<file path="config.mk">
export PLATFORM = sky130hd
export DESIGN_NAME = vmicro_ctrl
export DESIGN_NICKNAME = d
export VERILOG_FILES = /design/src/rtl/vmc_pkg.sv /design/src/rtl/vmc_store.sv /design/src/rtl/vmc_cond.sv /design/src/rtl/vmc_decode.sv /design/src/rtl/vmc_seq.sv /design/src/rtl/vmicro_ctrl.sv
export SDC_FILE = /design/constraint.sdc
export NUM_CORES = 1
export LEC_CHECK = 0
export CORE_ASPECT_RATIO = 0.6
export CORE_MARGIN = 5
export CORE_UTILIZATION = 50
export CTS_CLUSTER_DIAMETER = 30
export DETAILED_ROUTE_END_ITERATION = 6
export DONT_BUFFER_PORTS = 1
export PLACE_DENSITY = 0.64
export SYNTH_ARGS = -nofsm -noshare
export SYNTH_HDL_FRONTEND = slang
export SYNTH_SLANG_ARGS = --single-unit
</file>
<file path="constraint.sdc">
create_clock -name clk -period 2.7 [get_ports clk]
set_clock_uncertainty 0.15 [all_clocks]
set_input_delay 0 -clock clk [delete_from_list [all_inputs] [get_ports clk]]
set_output_delay 0 -clock clk [all_outputs]
set_load 0.03 [all_outputs]
</file>
<file path="src/rtl/vmc_pkg.sv">
package vmc_pkg;
    localparam int FIELD_W = 3;
    localparam int ADDR_W  = 5;
    localparam int WORD_W  = 1 + 3 * FIELD_W;
    localparam int SEL_W   = FIELD_W;
    localparam int STB_W   = (1 << FIELD_W) - 1;
    localparam int DEPTH   = 1 << ADDR_W;
    localparam int COND_N  = 1 << SEL_W;

    typedef enum logic {
        FMT_XFER = 1'b0,
        FMT_JUMP = 1'b1
    } fmt_e;

    typedef struct packed {
        fmt_e               fmt;
        logic [FIELD_W-1:0] src;
        logic [FIELD_W-1:0] dst;
        logic [FIELD_W-1:0] op;
    } xfer_word_t;

    typedef struct packed {
        fmt_e              fmt;
        logic [SEL_W-1:0]  sel;
        logic              cmp;
        logic [ADDR_W-1:0] tgt;
    } jump_word_t;
endpackage

</file>
<file path="src/rtl/vmc_store.sv">
module vmc_store
    import vmc_pkg::*;
(
    input  logic              clk,
    input  logic              wr_en,
    input  logic [ADDR_W-1:0] wr_addr,
    input  logic [WORD_W-1:0] wr_data,
    input  logic [ADDR_W-1:0] rd_addr,
    output logic [WORD_W-1:0] rd_data
);
    logic [WORD_W-1:0] mem_d [DEPTH];
    logic [WORD_W-1:0] mem_q [DEPTH];

    for (genvar g = 0; g < DEPTH; g++) begin : g_entry
        always_comb begin
            mem_d[g] = mem_q[g];
            if (wr_en && (wr_addr == ADDR_W'(g))) begin
                mem_d[g] = wr_data;
            end
        end

        always_ff @(posedge clk) begin
            mem_q[g] <= mem_d[g];
        end
    end

    // read reflects the stored word: a write lands only at the edge
    assign rd_data = mem_q[rd_addr];
endmodule

</file>
<file path="src/rtl/vmc_cond.sv">
module vmc_cond
    import vmc_pkg::*;
#(
    parameter int IR_W = 4,
    parameter int AC_W = 3
) (
    input  logic [SEL_W-1:0] sel,
    input  logic             mem_wait,
    input  logic [IR_W-1:0]  ir_bits,
    input  logic [AC_W-1:0]  ac_bits,
    output logic             cond
);
    localparam int RAW_N = 1 + IR_W + AC_W;

    logic [RAW_N-1:0]  raw;
    logic [COND_N-1:0] vec;

    assign raw = {ac_bits, ir_bits, mem_wait};

    for (genvar g = 0; g < COND_N; g++) begin : g_line
        if (g < RAW_N) begin : g_used
            assign vec[g] = raw[g];
        end else begin : g_pad
            assign vec[g] = 1'b0;
        end
    end

    assign cond = vec[sel];
endmodule

</file>
<file path="src/rtl/vmc_decode.sv">
module vmc_decode
    import vmc_pkg::*;
(
    input  logic              active,
    input  logic [WORD_W-1:0] word,
    output logic [STB_W-1:0]  src_stb,
    output logic [STB_W-1:0]  dst_stb,
    output logic [STB_W-1:0]  op_stb
);
    xfer_word_t xw;
    logic       en;

    assign xw = xfer_word_t'(word);
    assign en = active && (xw.fmt == FMT_XFER);

    for (genvar g = 0; g < STB_W; g++) begin : g_stb
        assign src_stb[g] = en && (xw.src == FIELD_W'(g + 1));
        assign dst_stb[g] = en && (xw.dst == FIELD_W'(g + 1));
        assign op_stb[g]  = en && (xw.op  == FIELD_W'(g + 1));
    end
endmodule

</file>
<file path="src/rtl/vmc_seq.sv">
module vmc_seq
    import vmc_pkg::*;
(
    input  logic              clk,
    input  logic              rst,
    input  logic [WORD_W-1:0] word,
    input  logic              cond,
    output logic [ADDR_W-1:0] upc
);
    typedef struct packed {
        logic [ADDR_W-1:0] upc;
    } seq_state_t;

    seq_state_t state_d, state_q;
    jump_word_t jw;
    logic       taken;

    assign jw = jump_word_t'(word);

    always_comb begin
        state_d = state_q;
        taken   = (jw.fmt == FMT_JUMP) && (cond == jw.cmp);
        if (taken) begin
            state_d.upc = jw.tgt;
        end else begin
            state_d.upc = state_q.upc + ADDR_W'(1);
        end
    end

    always_ff @(posedge clk) begin
        if (rst) begin
            state_q <= '0;
        end else begin
            state_q <= state_d;
        end
    end

    assign upc = state_q.upc;
endmodule

</file>
<file path="src/rtl/vmicro_ctrl.sv">
module vmicro_ctrl
    import vmc_pkg::*;
#(
    parameter int IR_W = 4,
    parameter int AC_W = 3
) (
    input  logic              clk,
    input  logic              rst,
    input  logic              mem_wait_i,
    input  logic [IR_W-1:0]   ir_cond_i,
    input  logic [AC_W-1:0]   ac_cond_i,
    input  logic              cs_wr_en_i,
    input  logic [ADDR_W-1:0] cs_wr_addr_i,
    input  logic [WORD_W-1:0] cs_wr_data_i,
    output logic [STB_W-1:0]  src_stb_o,
    output logic [STB_W-1:0]  dst_stb_o,
    output logic [STB_W-1:0]  op_stb_o
);
    logic [ADDR_W-1:0] upc;
    logic [WORD_W-1:0] cur_word;
    logic              cond_hit;
    jump_word_t        cur_jump;

    assign cur_jump = jump_word_t'(cur_word);

    vmc_store u_store (
        .clk     (clk),
        .wr_en   (cs_wr_en_i),
        .wr_addr (cs_wr_addr_i),
        .wr_data (cs_wr_data_i),
        .rd_addr (upc),
        .rd_data (cur_word)
    );

    vmc_cond #(
        .IR_W (IR_W),
        .AC_W (AC_W)
    ) u_cond (
        .sel      (cur_jump.sel),
        .mem_wait (mem_wait_i),
        .ir_bits  (ir_cond_i),
        .ac_bits  (ac_cond_i),
        .cond     (cond_hit)
    );

    vmc_seq u_seq (
        .clk  (clk),
        .rst  (rst),
        .word (cur_word),
        .cond (cond_hit),
        .upc  (upc)
    );

    vmc_decode u_dec (
        .active  (!rst),
        .word    (cur_word),
        .src_stb (src_stb_o),
        .dst_stb (dst_stb_o),
        .op_stb  (op_stb_o)
    );
endmodule

</file>
==> Implementation_results.wiki, run 1 <==
{| class="wikitable"
! Metric !! Value
|-
| Clock tree from TritonCTS || built
|-
| Clock period minus worst slack || approximately 3.4 ns
|-
| Reported leakage power || around 5.5 nW
|-
| Antenna diode count || 0
|-
| CTS Buf Count || 43
|-
| EDFF count, synth || 320
|-
| IO Count || between 40 and 50
|-
| Most common cell after layout, fill and taps aside || edfxtp_1
|-
| Required time at the worst-slack endpoint || 2.55 ns
|-
| Via-per-instance ratio || between 5 and 6
|-
| DIE AREA || slightly below 30000 um^2
|-
| Port Buf Inserts || 0
|-
| DR top layer || met4
|-
| Layout cells sized above 1 || around two fifths
|-
| Drt total wl || roughly 32 mm
|-
| Most frequent cells in the layout || edfxtp_1, buf_4, mux4_2
|-
| Placement row count || between 40 and 50
|-
| Vias in the first global route || between 7000 and 8000
|-
| Relative area change from synthesis to final layout || 28.1%
|-
| Post-synthesis cell type count || 46
|-
| Final ANT Viol Nets || 0
|-
| Number of DRC markers in iteration 0 || 869
|-
| Gr ovfl total || 0
|-
| Post-Route Setup TNS || -16.47 ns
|-
| Total DRC errors in the routed layout || 0
|-
| Met3 WL || ~3.2 mm
|-
| Number of violations of the max-capacitance limit || 0
|-
| Post-Layout Cell Count || around 1200
|-
| Std-Cell Core Area || approximately 26000 um^2
|-
| Cell Pwr Density || 989 nW/um^2
|-
| Clock H-tree levels || 2
|-
| Placer Congestion || roughly 0.88
|-
| Outcome || complete, but fails checks
|-
| Final setup violation count || 26
|-
| Violated checks || hold timing, setup timing
|-
| Clock insertion delay at the later pin of the skew report || roughly 0.54 ns
|-
| Final hold viol count || 5
|-
| Startpoint type of the worst setup path || flop
|-
| Portion of the post-synthesis area used by sequential elements || between 70% and 80%
|-
| Number of synthesized register bits || 325
|-
| Endpoint type of the worst setup path || primary output
|-
| Bufs on Longest Clock Path || 3
|-
| Met1 wire length || about 14 mm
|-
| Initial cell density of the core || 51.3%
|-
| Worst Tran Pin Value || 1.19 ns
|-
| Syn Nets || about 660
|-
| Worst Setup Slack post-DPL || -0.417 ns
|-
| Setup ws final || -0.716 ns
|-
| Share of the core filled with cells || roughly 66%
|-
| Yosys warns || 0
|-
| Worst hold slack after final layout || -0.424 ns
|-
| Layout fillers || 1654
|-
| Max-slew violations || 0
|-
| Crit Path Class || reg -> out
|-
| Count of hold-fix buffers inserted at cts || 32
|-
| CTS sink count || between 300 and 400
|-
| Primary flip-flop cell chosen by synthesis mapping || edfxtp_1
|-
| CTS Root Cell || clkbuf_16
|-
| Post-placement cell count || 1053
|-
| Horizontal extent of the die || ~220 um
|-
| Initial DRT Pass Iterations || 7
|-
| Netlist area before placement || 13100 um^2
|-
| Worst slew margin relative to its limit || between 20% and 30%
|-
| FFs w/ async S/R, synth || 0%
|-
| Total routing usage reported by global routing || roughly 22%
|-
| Top fanout value on the critical path || 8
|-
| Maximum frequency from static timing analysis || about 300 MHz
|-
| Post-layout power || around 17 mW
|-
| Number of antenna violations at the first check in global routing || 1
|-
| Data arrival, critical path || 3.27 ns
|-
| Hold Path Class || in -> reg
|-
| Average size of a mapped cell || 20.8 um^2
|-
| Routed vias || approximately 7000
|-
| Worst-path clk slew || 0.06 ns
|-
| Setup repair after global routing missed its margin || yes
|-
| Maximum number of pins on one net before global-route repair || 33
|-
| Total half-perimeter wirelength after legalization and detailed placement || 20.3 mm
|-
| Maximum vdd ir drop || about 0.00053 V
|-
| Number of nets in the finished design || 830
|-
| Fraction of the cycle the final worst path needs || 127%
|-
| Synthesized instance count || between 600 and 700
|-
| Met2 wirelength from detailed routing || between 10 and 15 mm
|-
| Average wire per cell in the routed design || 27.1 um
|-
| Global-route wire length before repair || around 48 mm
|-
| Y dimension of the die || between 100 and 150 um
|}
what timing repair did:
item                       in CTS  in global routing
hold endpoints to repair      642                  5
gates resized for setup        57                  5
setup endpoints to repair      26                 26
buffers inserted               20                  3
pin swaps                      21                  9
cloned                          3                  0
cells in the mapped netlist (4+ instances only):
| cell | number | area [um^2] |
|---|---|---|
| buf_1 | 4 | 15.0 |
| buf_2 | 6 | 30.0 |
| buf_4 | 5 | 37.5 |
| clkbuf_1 | 10 | 37.5 |
| dfxtp_1 | 5 | 100 |
| edfxtp_1 | 320 | 9610 |
| mux2_4 | 5 | 75.1 |
| mux2i_1 | 19 | 190 |
| mux4_1 | 7 | 184 |
| mux4_2 | 82 | 1850 |
| nand2_1 | 18 | 67.6 |
| nand2b_1 | 9 | 56.3 |
| nand3_1 | 10 | 50.1 |
| nand4_1 | 6 | 37.5 |
| nor2_1 | 61 | 229 |
| nor2b_1 | 4 | 25.0 |
| nor3_1 | 11 | 55.1 |
| o21ai_0 | 5 | 25.0 |
power breakdown:
group          total [mW]  leakage, nW  switching (mW)  internal [mW]
combinational        5.23         1.92            2.48           2.75
sequential           5.70         2.93          0.0650           5.64
clock                5.64        0.692            2.28           3.36
registers in the layout, summed over array words and instances, names as in the netlist:
register / flops
u_seq.upc: 5
u_store.mem_q: 320
layer usage:
layer,track usage (%),vias to the layer above
li1,-,2963
met1,33.9,3684
met2,32.7,312
met3,6.28,47
met4,6.03,0
met5,0,-
worst max-delay path: stages, from the launching register on:
cell	delay [ns]
dfxtp_4	0.39
buf_12	0.14
mux4_2	0.50
mux4_2	0.55
mux2_4	0.34
buf_6	0.13
or3_4	0.45
nor2_4	0.22
logic make-up after synthesis:
logic type	after synthesis	synth area share [%]
xor+xnor	3	0.201
flops	325	74.2
compound gates	16	0.919
buf+inv	33	1.60
simple gates	134	4.87
mux	117	18.1
fa+ha+maj	1	0.0957
final cells by class:
cell class	count	area, um^2	share of cell area (%)
Sequential cell	325	9720	58.0
Multi-Input combinational cell	271	3510	21.0
Timing Repair Buffer	159	1630	9.71
Clock buffer	48	1120	6.66
Tap cell	352	440	2.63
Clock inverter	31	333	1.99
Inverter	3	11.3	0.0672
path summary, 6_finish.rpt:
path	cells after the start	from	slack (ns)	endpoint
min reg2reg	5	u_store.mem_q[6][0]	1.05	u_seq.upc[0]
max	7	u_seq.upc[0]	-0.72	op_stb_o[6]
min	2	rst	-0.42	u_seq.upc[3]
max reg2reg	13	u_seq.upc[0]	-0.62	u_seq.upc[1]
per-stage QoR:
stage	instance area (um^2)	hold WS, ns
global route	16800	-0.431
finish	16800	-0.424
global placement	14400	-0.0484
detailed placement	14400	-0.0486
floorplan	13300	-0.0511
CTS	16700	-0.452
(Power assumes the default switching activity.)
==> run 2: changes to the inputs <==
--- a/config.mk
+++ b/config.mk
@@ -11,6 +11,7 @@
 export CTS_CLUSTER_DIAMETER = 30
 export DETAILED_ROUTE_END_ITERATION = 6
 export DONT_BUFFER_PORTS = 1
+export GPL_TIMING_DRIVEN = 0
 export PLACE_DENSITY = 0.64
 export SYNTH_ARGS = -nofsm -noshare
 export SYNTH_HDL_FRONTEND = slang
==> Implementation_results.wiki, run 2 (synthesized netlist as in run 1, its figures left out) <==
{| class="wikitable"
! Metric !! Value
|-
| Highest cell delay on the worst timing path || between 0.5 and 0.6 ns
|-
| Maximum number of pins on one net before global-route repair || 33
|-
| Top fanout value on the critical path || 6
|-
| Most common cell after layout, fill and taps aside || edfxtp_1
|-
| Required time at the worst-slack endpoint || about 2.6 ns
|-
| Clock tree from TritonCTS || built
|-
| Final ANT Viol Nets || 0
|-
| IO Count || 47
|-
| Clock period minus worst slack || approximately 3.4 ns
|-
| Relative area change from synthesis to final layout || 24.7%
|-
| Routed vias || roughly 7000
|-
| Number of nets in the finished design || around 760
|-
| Hold Path Class || in -> reg
|-
| Maximum vdd ir drop || 0.000596 V
|-
| Data arrival, critical path || 3.25 ns
|-
| Outcome || complete, but fails checks
|-
| Total routing usage reported by global routing || ~22%
|-
| Most flop-heavy register || u_store.mem_q
|-
| Placement row count || 45
|-
| Slowest cell on crit path || mux4_2
|-
| Number of antenna violations at the first check in global routing || 1
|-
| Horizontal extent of the die || approximately 220 um
|-
| Fraction of the cycle the final worst path needs || 126%
|-
| Footprint of the flip-flops and latches || between 9000 and 10000 um^2
|-
| Worst slew margin relative to its limit || -0.00772%
|-
| Global-route wire length before repair || roughly 46 mm
|-
| Multi-input gate area in the final layout || 3660 um^2
|-
| Clock insertion delay at the later pin of the skew report || ~0.55 ns
|-
| Gr ovfl total || 0
|-
| Most frequent cells in the layout || edfxtp_1, mux4_2, clkbuf_16
|-
| Worst Tran Pin Value || roughly 1.5 ns
|-
| Setup repair after global routing missed its margin || yes
|-
| Total DRC errors in the routed layout || 0
|-
| Number of DRC markers in iteration 0 || 819
|-
| Area after detailed placement || between 10000 and 15000 um^2
|-
| Flip-flop count of the largest register, all copies and words added || 320
|-
| Reported leakage power || around 5.2 nW
|-
| Via-per-instance ratio || 6.11
|-
| Bufs on Longest Clock Path || 3
|-
| Post-route design area || approximately 16000 um^2
|-
| Crit Path Class || reg -> out
|-
| Layout cells sized above 1 || between 30% and 40%
|-
| Endpoint type of the worst setup path || primary output
|-
| Port Buf Inserts || 0
|-
| Startpoint type of the worst setup path || flop
|-
| CTS Buf Count || slightly above 40
|-
| Average wire per cell in the routed design || between 20 and 30 um
|-
| Y dimension of the die || 135 um
|-
| Layout fillers || 1644
|-
| Drt total wl || ~32 mm
|-
| Placer Congestion || between 0.8 and 0.9
|-
| Initial DRT Pass Iterations || 5
|-
| Std-Cell Core Area || 25500 um^2
|-
| Total half-perimeter wirelength after legalization and detailed placement || 19.7 mm
|-
| DIE AREA || between 20000 and 30000 um^2
|-
| Number of violations of the max-capacitance limit || 1
|-
| Violated checks || capacitance limit, slew limit, setup timing
|-
| CTS Root Cell || clkbuf_16
|-
| Worst-path clk slew || around 0.060 ns
|-
| Vias in the first global route || between 6000 and 7000
|-
| Final hold viol count || 0
|-
| Final setup violation count || 26
|-
| Clock H-tree levels || 2
|-
| Cell Pwr Density || around 1000 nW/um^2
|-
| Post-layout power || between 15 and 20 mW
|-
| Maximum frequency from static timing analysis || about 290 MHz
|-
| CTS sink count || 325
|-
| Setup ws final || -0.704 ns
|-
| Initial cell density of the core || 51.3%
|-
| Worst-path cell chain || buf_12, buf_12, mux4_2, mux4_2, mux2_4, nor2_4, nand2_4, nor3_4
|-
| Max-slew violations || 1
|}
-- run 2: area by class of cell --
cell class / count / share of cell area (%)
timing repair buffer: 60 / 4.16
inverter: 3 / 0.0690
tap: 352 / 2.70
clock inverter: 29 / 2.02
multi-input combinational: 271 / 22.4
sequential: 325 / 59.5
buffer: 29 / 2.25
clock buffer: 47 / 6.81
antenna: 1 / 0.0153
-- run 2: metrics by stage --
step / hold slack (ns) / setup WS (ns) / instances / setup TNS, ns / util [%]
after detailed placement: -0.0491 / -1.15 / 990 / -24.08 / 54.3
after CTS: 0.00702 / -0.725 / 1100 / -16.50 / 63.0
after floorplan: -0.0511 / -0.108 / 629 / -0.799 / -
final: 0.0295 / -0.704 / 1117 / -16.91 / 64.0
after global placement: -0.0491 / -1.12 / 981 / -26.56 / 53.8
after global routing: 0.0421 / -0.783 / 1117 / -18.72 / 64.0
-- run 2: critical path: cells and delay by family, from the launching register on --
family	cells	cell delay, ns
and+or+nand+nor	3	0.71
muxes	3	1.37
DFF	1	0.36
buffers and inverters	2	0.27
-- run 2: repair_timing --
item | in CTS | in global routing
pin swaps | 23 | 22
hold buffers | 19 | 0
setup endpoints to repair | 26 | 36
hold endpoints to repair | 487 | 0
gates cloned | 2 | 3
resized for setup | 95 | 12
buffers inserted | 14 | 12
-- run 2: where the power goes --
| part | switching (mW) | internal, mW |
|---|---|---|
| combinational | 2.50 | 2.57 |
| clock | 2.19 | 3.49 |
| sequential | 0.0548 | 5.63 |
-- run 2: final timing paths --
path,start,end,slack [ns],cells past startpoint
min,ir_cond_i[3],u_seq.upc[4],0.03,6
min reg2reg,u_seq.upc[1],u_seq.upc[2],0.75,4
max,u_seq.upc[0],src_stb_o[3],-0.70,8
max reg2reg,u_seq.upc[0],u_seq.upc[1],-0.60,12
-- run 2: metal layers --
metal | global-route usage, % | part of all wire (%) | vias up
li1 | - | - | 2843
met4 | 6.69 | 2.4 | 0
met5 | 0 | 0 | -
met2 | 34.1 | 47 | 300
met1 | 31.5 | 43 | 3618
met3 | 5.94 | 8.3 | 64
==> run 3: changes to the inputs <==
--- a/config.mk
+++ b/config.mk
@@ -5,6 +5,7 @@
 export SDC_FILE = /design/constraint.sdc
 export NUM_CORES = 1
 export LEC_CHECK = 0
+export ABC_AREA = 1
 export CORE_ASPECT_RATIO = 0.6
 export CORE_MARGIN = 5
 export CORE_UTILIZATION = 50
@@ -15,4 +16,5 @@
 export PLACE_DENSITY = 0.64
 export SYNTH_ARGS = -nofsm -noshare
 export SYNTH_HDL_FRONTEND = slang
+export SYNTH_HIERARCHICAL = 1
 export SYNTH_SLANG_ARGS = --single-unit
==> Implementation_results.wiki, run 3 <==
{| class="wikitable"
! Metric !! Value
|-
| Post-synthesis xor/xnor area fraction || 0.0634%
|-
| Maximum frequency from static timing analysis || ~360 MHz
|-
| Min-delay src || mem_wait_i
|-
| Relative area change from synthesis to final layout || 30.2%
|-
| Placement row count || 47
|-
| Switching component of the power || around 7.6 mW
|-
| Startpoint type of the worst setup path || flop
|-
| Syn Nets || approximately 1300
|-
| Area after detailed placement || between 10000 and 15000 um^2
|-
| Vias in the first global route || 9100
|-
| Final hold viol count || 0
|-
| Clock Power Share || a little under a third
|-
| Primary flip-flop cell chosen by synthesis mapping || edfxtp_1
|-
| Fraction of the cycle the final worst path needs || 103%
|-
| Cell taking the most area after synthesis || edfxtp_1
|-
| Share of the synthesized area in the top cell type || between 60% and 70%
|-
| Antenna diode count || 0
|-
| Clock period minus worst slack || 2.79 ns
|-
| Maximum number of pins on one net before global-route repair || 33
|-
| Average size of a mapped cell || 10.8 um^2
|-
| Final setup violation count || 19
|-
| Final ANT Viol Nets || 0
|-
| EDFF count, synth || 320
|-
| Horizontal extent of the die || 225 um
|-
| Via-per-instance ratio || approximately 5.7
|-
| Layout fillers || approximately 2000
|-
| Number of violations of the max-capacitance limit || 0
|-
| Total half-perimeter wirelength after legalization and detailed placement || 23.8 mm
|-
| Int Power || 12.7 mW
|-
| Cell count of the worst reg-to-reg path || 23
|-
| Mux cell area share after synthesis || 0%
|-
| Number of antenna violations at the first check in global routing || 0
|-
| CTS Root Cell || clkbuf_16
|-
| Most flop-heavy register || u_store/mem_q
|-
| Gr ovfl total || 0
|-
| Max-slew violations || 0
|-
| Number of DRC markers in iteration 0 || 1302
|-
| Bufs on Longest Clock Path || 3
|-
| Std-Cell Core Area || about 27000 um^2
|-
| Launching element of the worst setup path || u_seq/upc[2]
|-
| Top fanout value on the critical path || 10
|-
| Maximum vdd ir drop || roughly 0.00096 V
|-
| CTS sink count || 325
|-
| Post-synthesis adder-cell area fraction || less than 1%
|-
| Data arrival, critical path || between 2 and 3 ns
|-
| Most frequent cells in the layout || nand2_1, edfxtp_1, nand3_1
|-
| Initial DRT Pass Iterations || 5
|-
| Flip-flop count of the largest register, all copies and words added || 320
|-
| Cell count of the worst hold path || 10
|-
| Global-route wire length before repair || around 56 mm
|-
| Total routing usage reported by global routing || about a quarter
|-
| Setup repair after global routing missed its margin || yes
|-
| Clock insertion delay at the later pin of the skew report || 0.54 ns
|-
| Placer Congestion || between 0.9 and 1
|-
| Worst Tran Pin Value || between 1 and 1.5 ns
|-
| Clock tree from TritonCTS || built
|-
| Y dimension of the die || between 100 and 150 um
|-
| Most common cell after layout, fill and taps aside || nand2_1
|-
| IO Count || 47
|-
| Switching power share of the total || between 30% and 40%
|-
| Yosys warns || 6
|-
| Clock H-tree levels || 2
|-
| DIE AREA || 31200 um^2
|-
| Worst slew margin relative to its limit || roughly 18%
|-
| Most numerous cell types in the synthesized netlist || nand2_1, edfxtp_1, nand3_1, nor2_1, inv_1
|-
| Area contributors post-synth || edfxtp_1, nand2_1, nand3_1
|-
| Layout cells sized above 1 || around 26%
|-
| Reported leakage power || between 6 and 7 nW
|-
| Hold Path Class || in -> reg
|-
| Worst R2R Start || u_seq/upc[0]
|-
| Crit Path Class || reg -> out
|-
| Main combinational cell family by area after synthesis || simple AND/OR/NAND/NOR gates
|-
| Sequential cell fraction of total power || ~28%
|-
| Average wire per cell in the routed design || ~22 um
|-
| Required time at the worst-slack endpoint || about 2.6 ns
|-
| Top-count cell post-synth || nand2_1
|-
| Post-route design area || ~18000 um^2
|-
| Worst hold slack after final layout || roughly 0.0089 ns
|-
| Post-Route Setup TNS || -0.932 ns
|-
| CTS Buf Count || 45
|-
| Cell Pwr Density || 1130 nW/um^2
|-
| FFs w/ async S/R, synth || 0%
|-
| Portion of the post-synthesis area used by sequential elements || about 70%
|-
| Combinational share of power || 41.2%
|-
| Synthesized instance count || around 1300
|-
| Port Buf Inserts || 0
|-
| Setup ws final || -0.0865 ns
|-
| Number of nets in the finished design || approximately 1400
|-
| Simple logic cell fraction of the synthesized area || 25.4%
|-
| Initial cell density of the core || around half
|-
| Drt total wl || around 40 mm
|-
| Post-synthesis cell type count || 22
|-
| Worst-path clk slew || 0.06 ns
|-
| Outcome || complete, but fails checks
|-
| Area fraction in compound gates after synthesis || 0%
|-
| Routed vias || just over 10000
|-
| Violated checks || setup timing
|-
| Endpoint type of the worst setup path || primary output
|-
| Total DRC errors in the routed layout || 0
|-
| Netlist area before placement || roughly 14000 um^2
|-
| Number of synthesized register bits || roughly 330
|}
-- run 3: cell types whose count changed after synthesis, moves of 16 or more --
cell	before	now
nand2_1	18	507
mux4_2	82	0
mux2i_1	19	0
nand3_1	10	252
inv_1	2	36
buf_2	6	22
-- run 3: final timing paths --
check | slack (ns) | end
worst max-delay path | -0.09 | src_stb_o[2]
worst min-delay path | 0.009 | u_seq/upc[2]
worst max register to register | -0.01 | u_seq/upc[2]
worst min register to register | 0.49 | u_seq/upc[4]
-- run 3: kinds of logic after synthesis --
kind of cell,count (synthesis)
xor+xnor,1
fa+ha+maj,1
buf+inv,111
flops,325
simple gates,837
-- run 3: worst max-delay path, stage by stage, from the launching register on --
cell and delay (ns):
dfxtp_2 0.36, buf_4 0.19, inv_2 0.12, clkbuf_4 0.30, nand3_2 0.14, nand2_1 0.09, nand2_1 0.06, nand2_2 0.09
nand2_2 0.06, nand2_4 0.18, buf_12 0.14, nand2_2 0.10, nor2_4 0.24
-- run 3: cell type report --
type | instances | area (um^2) | share of cell area, %
Clock inverter | 27 | 412 | 2.29
Sequential cell | 325 | 9720 | 54.0
Multi-Input combinational cell | 839 | 4450 | 24.8
Inverter | 43 | 210 | 1.17
Timing Repair Buffer | 61 | 926 | 5.15
Buffer | 64 | 649 | 3.61
Tap cell | 367 | 459 | 2.55
Clock buffer | 50 | 1170 | 6.48
-- run 3: through the flow --
step	power [mW]	setup slack, ns	utilization (%)	std cells
2_1_floorplan	9.53	0.306	-	1275
3_3_place_gp	11.0	-0.559	52.1	1642
3_5_place_dp	11.1	-0.633	52.1	1642
4_1_cts	18.8	-0.0269	62.7	1763
5_1_grt	21.1	-0.165	65.7	1776
6_report	20.3	-0.0865	65.7	1776
-- run 3: per-layer routing --
layer | wire [um] | global-route usage [%] | up-vias
met2 | 16500 | 32.6 | 523
met4 | 687 | 5.83 | 0
met3 | 4350 | 5.56 | 55
met1 | 18000 | 39.0 | 4896
met5 | 0 | 0 | -
li1 | - | - | 4583
-- run 3: power groups by stage --
stage / sequential [mW] / clock [mW] / combinational, mW
after global routing: 5.74 / 6.51 / 8.89
after detailed placement: 5.79 / 0 / 5.29
after CTS: 5.69 / 6.24 / 6.91
after floorplan: 5.77 / 0 / 3.76
after global placement: 5.79 / 0 / 5.23
final: 5.73 / 6.18 / 8.36
-- run 3: timing repair --
| item | 4_1_cts | 5_1_grt |
|---|---|---|
| cloned | 4 | 10 |
| buffers inserted | 8 | 5 |
| setup endpoints to repair | 26 | 26 |
| hold buffers | 34 | 0 |
| gates resized for setup | 211 | 152 |
| endpoints found under the hold margin | 642 | 0 |
| pin swaps | 50 | 62 |
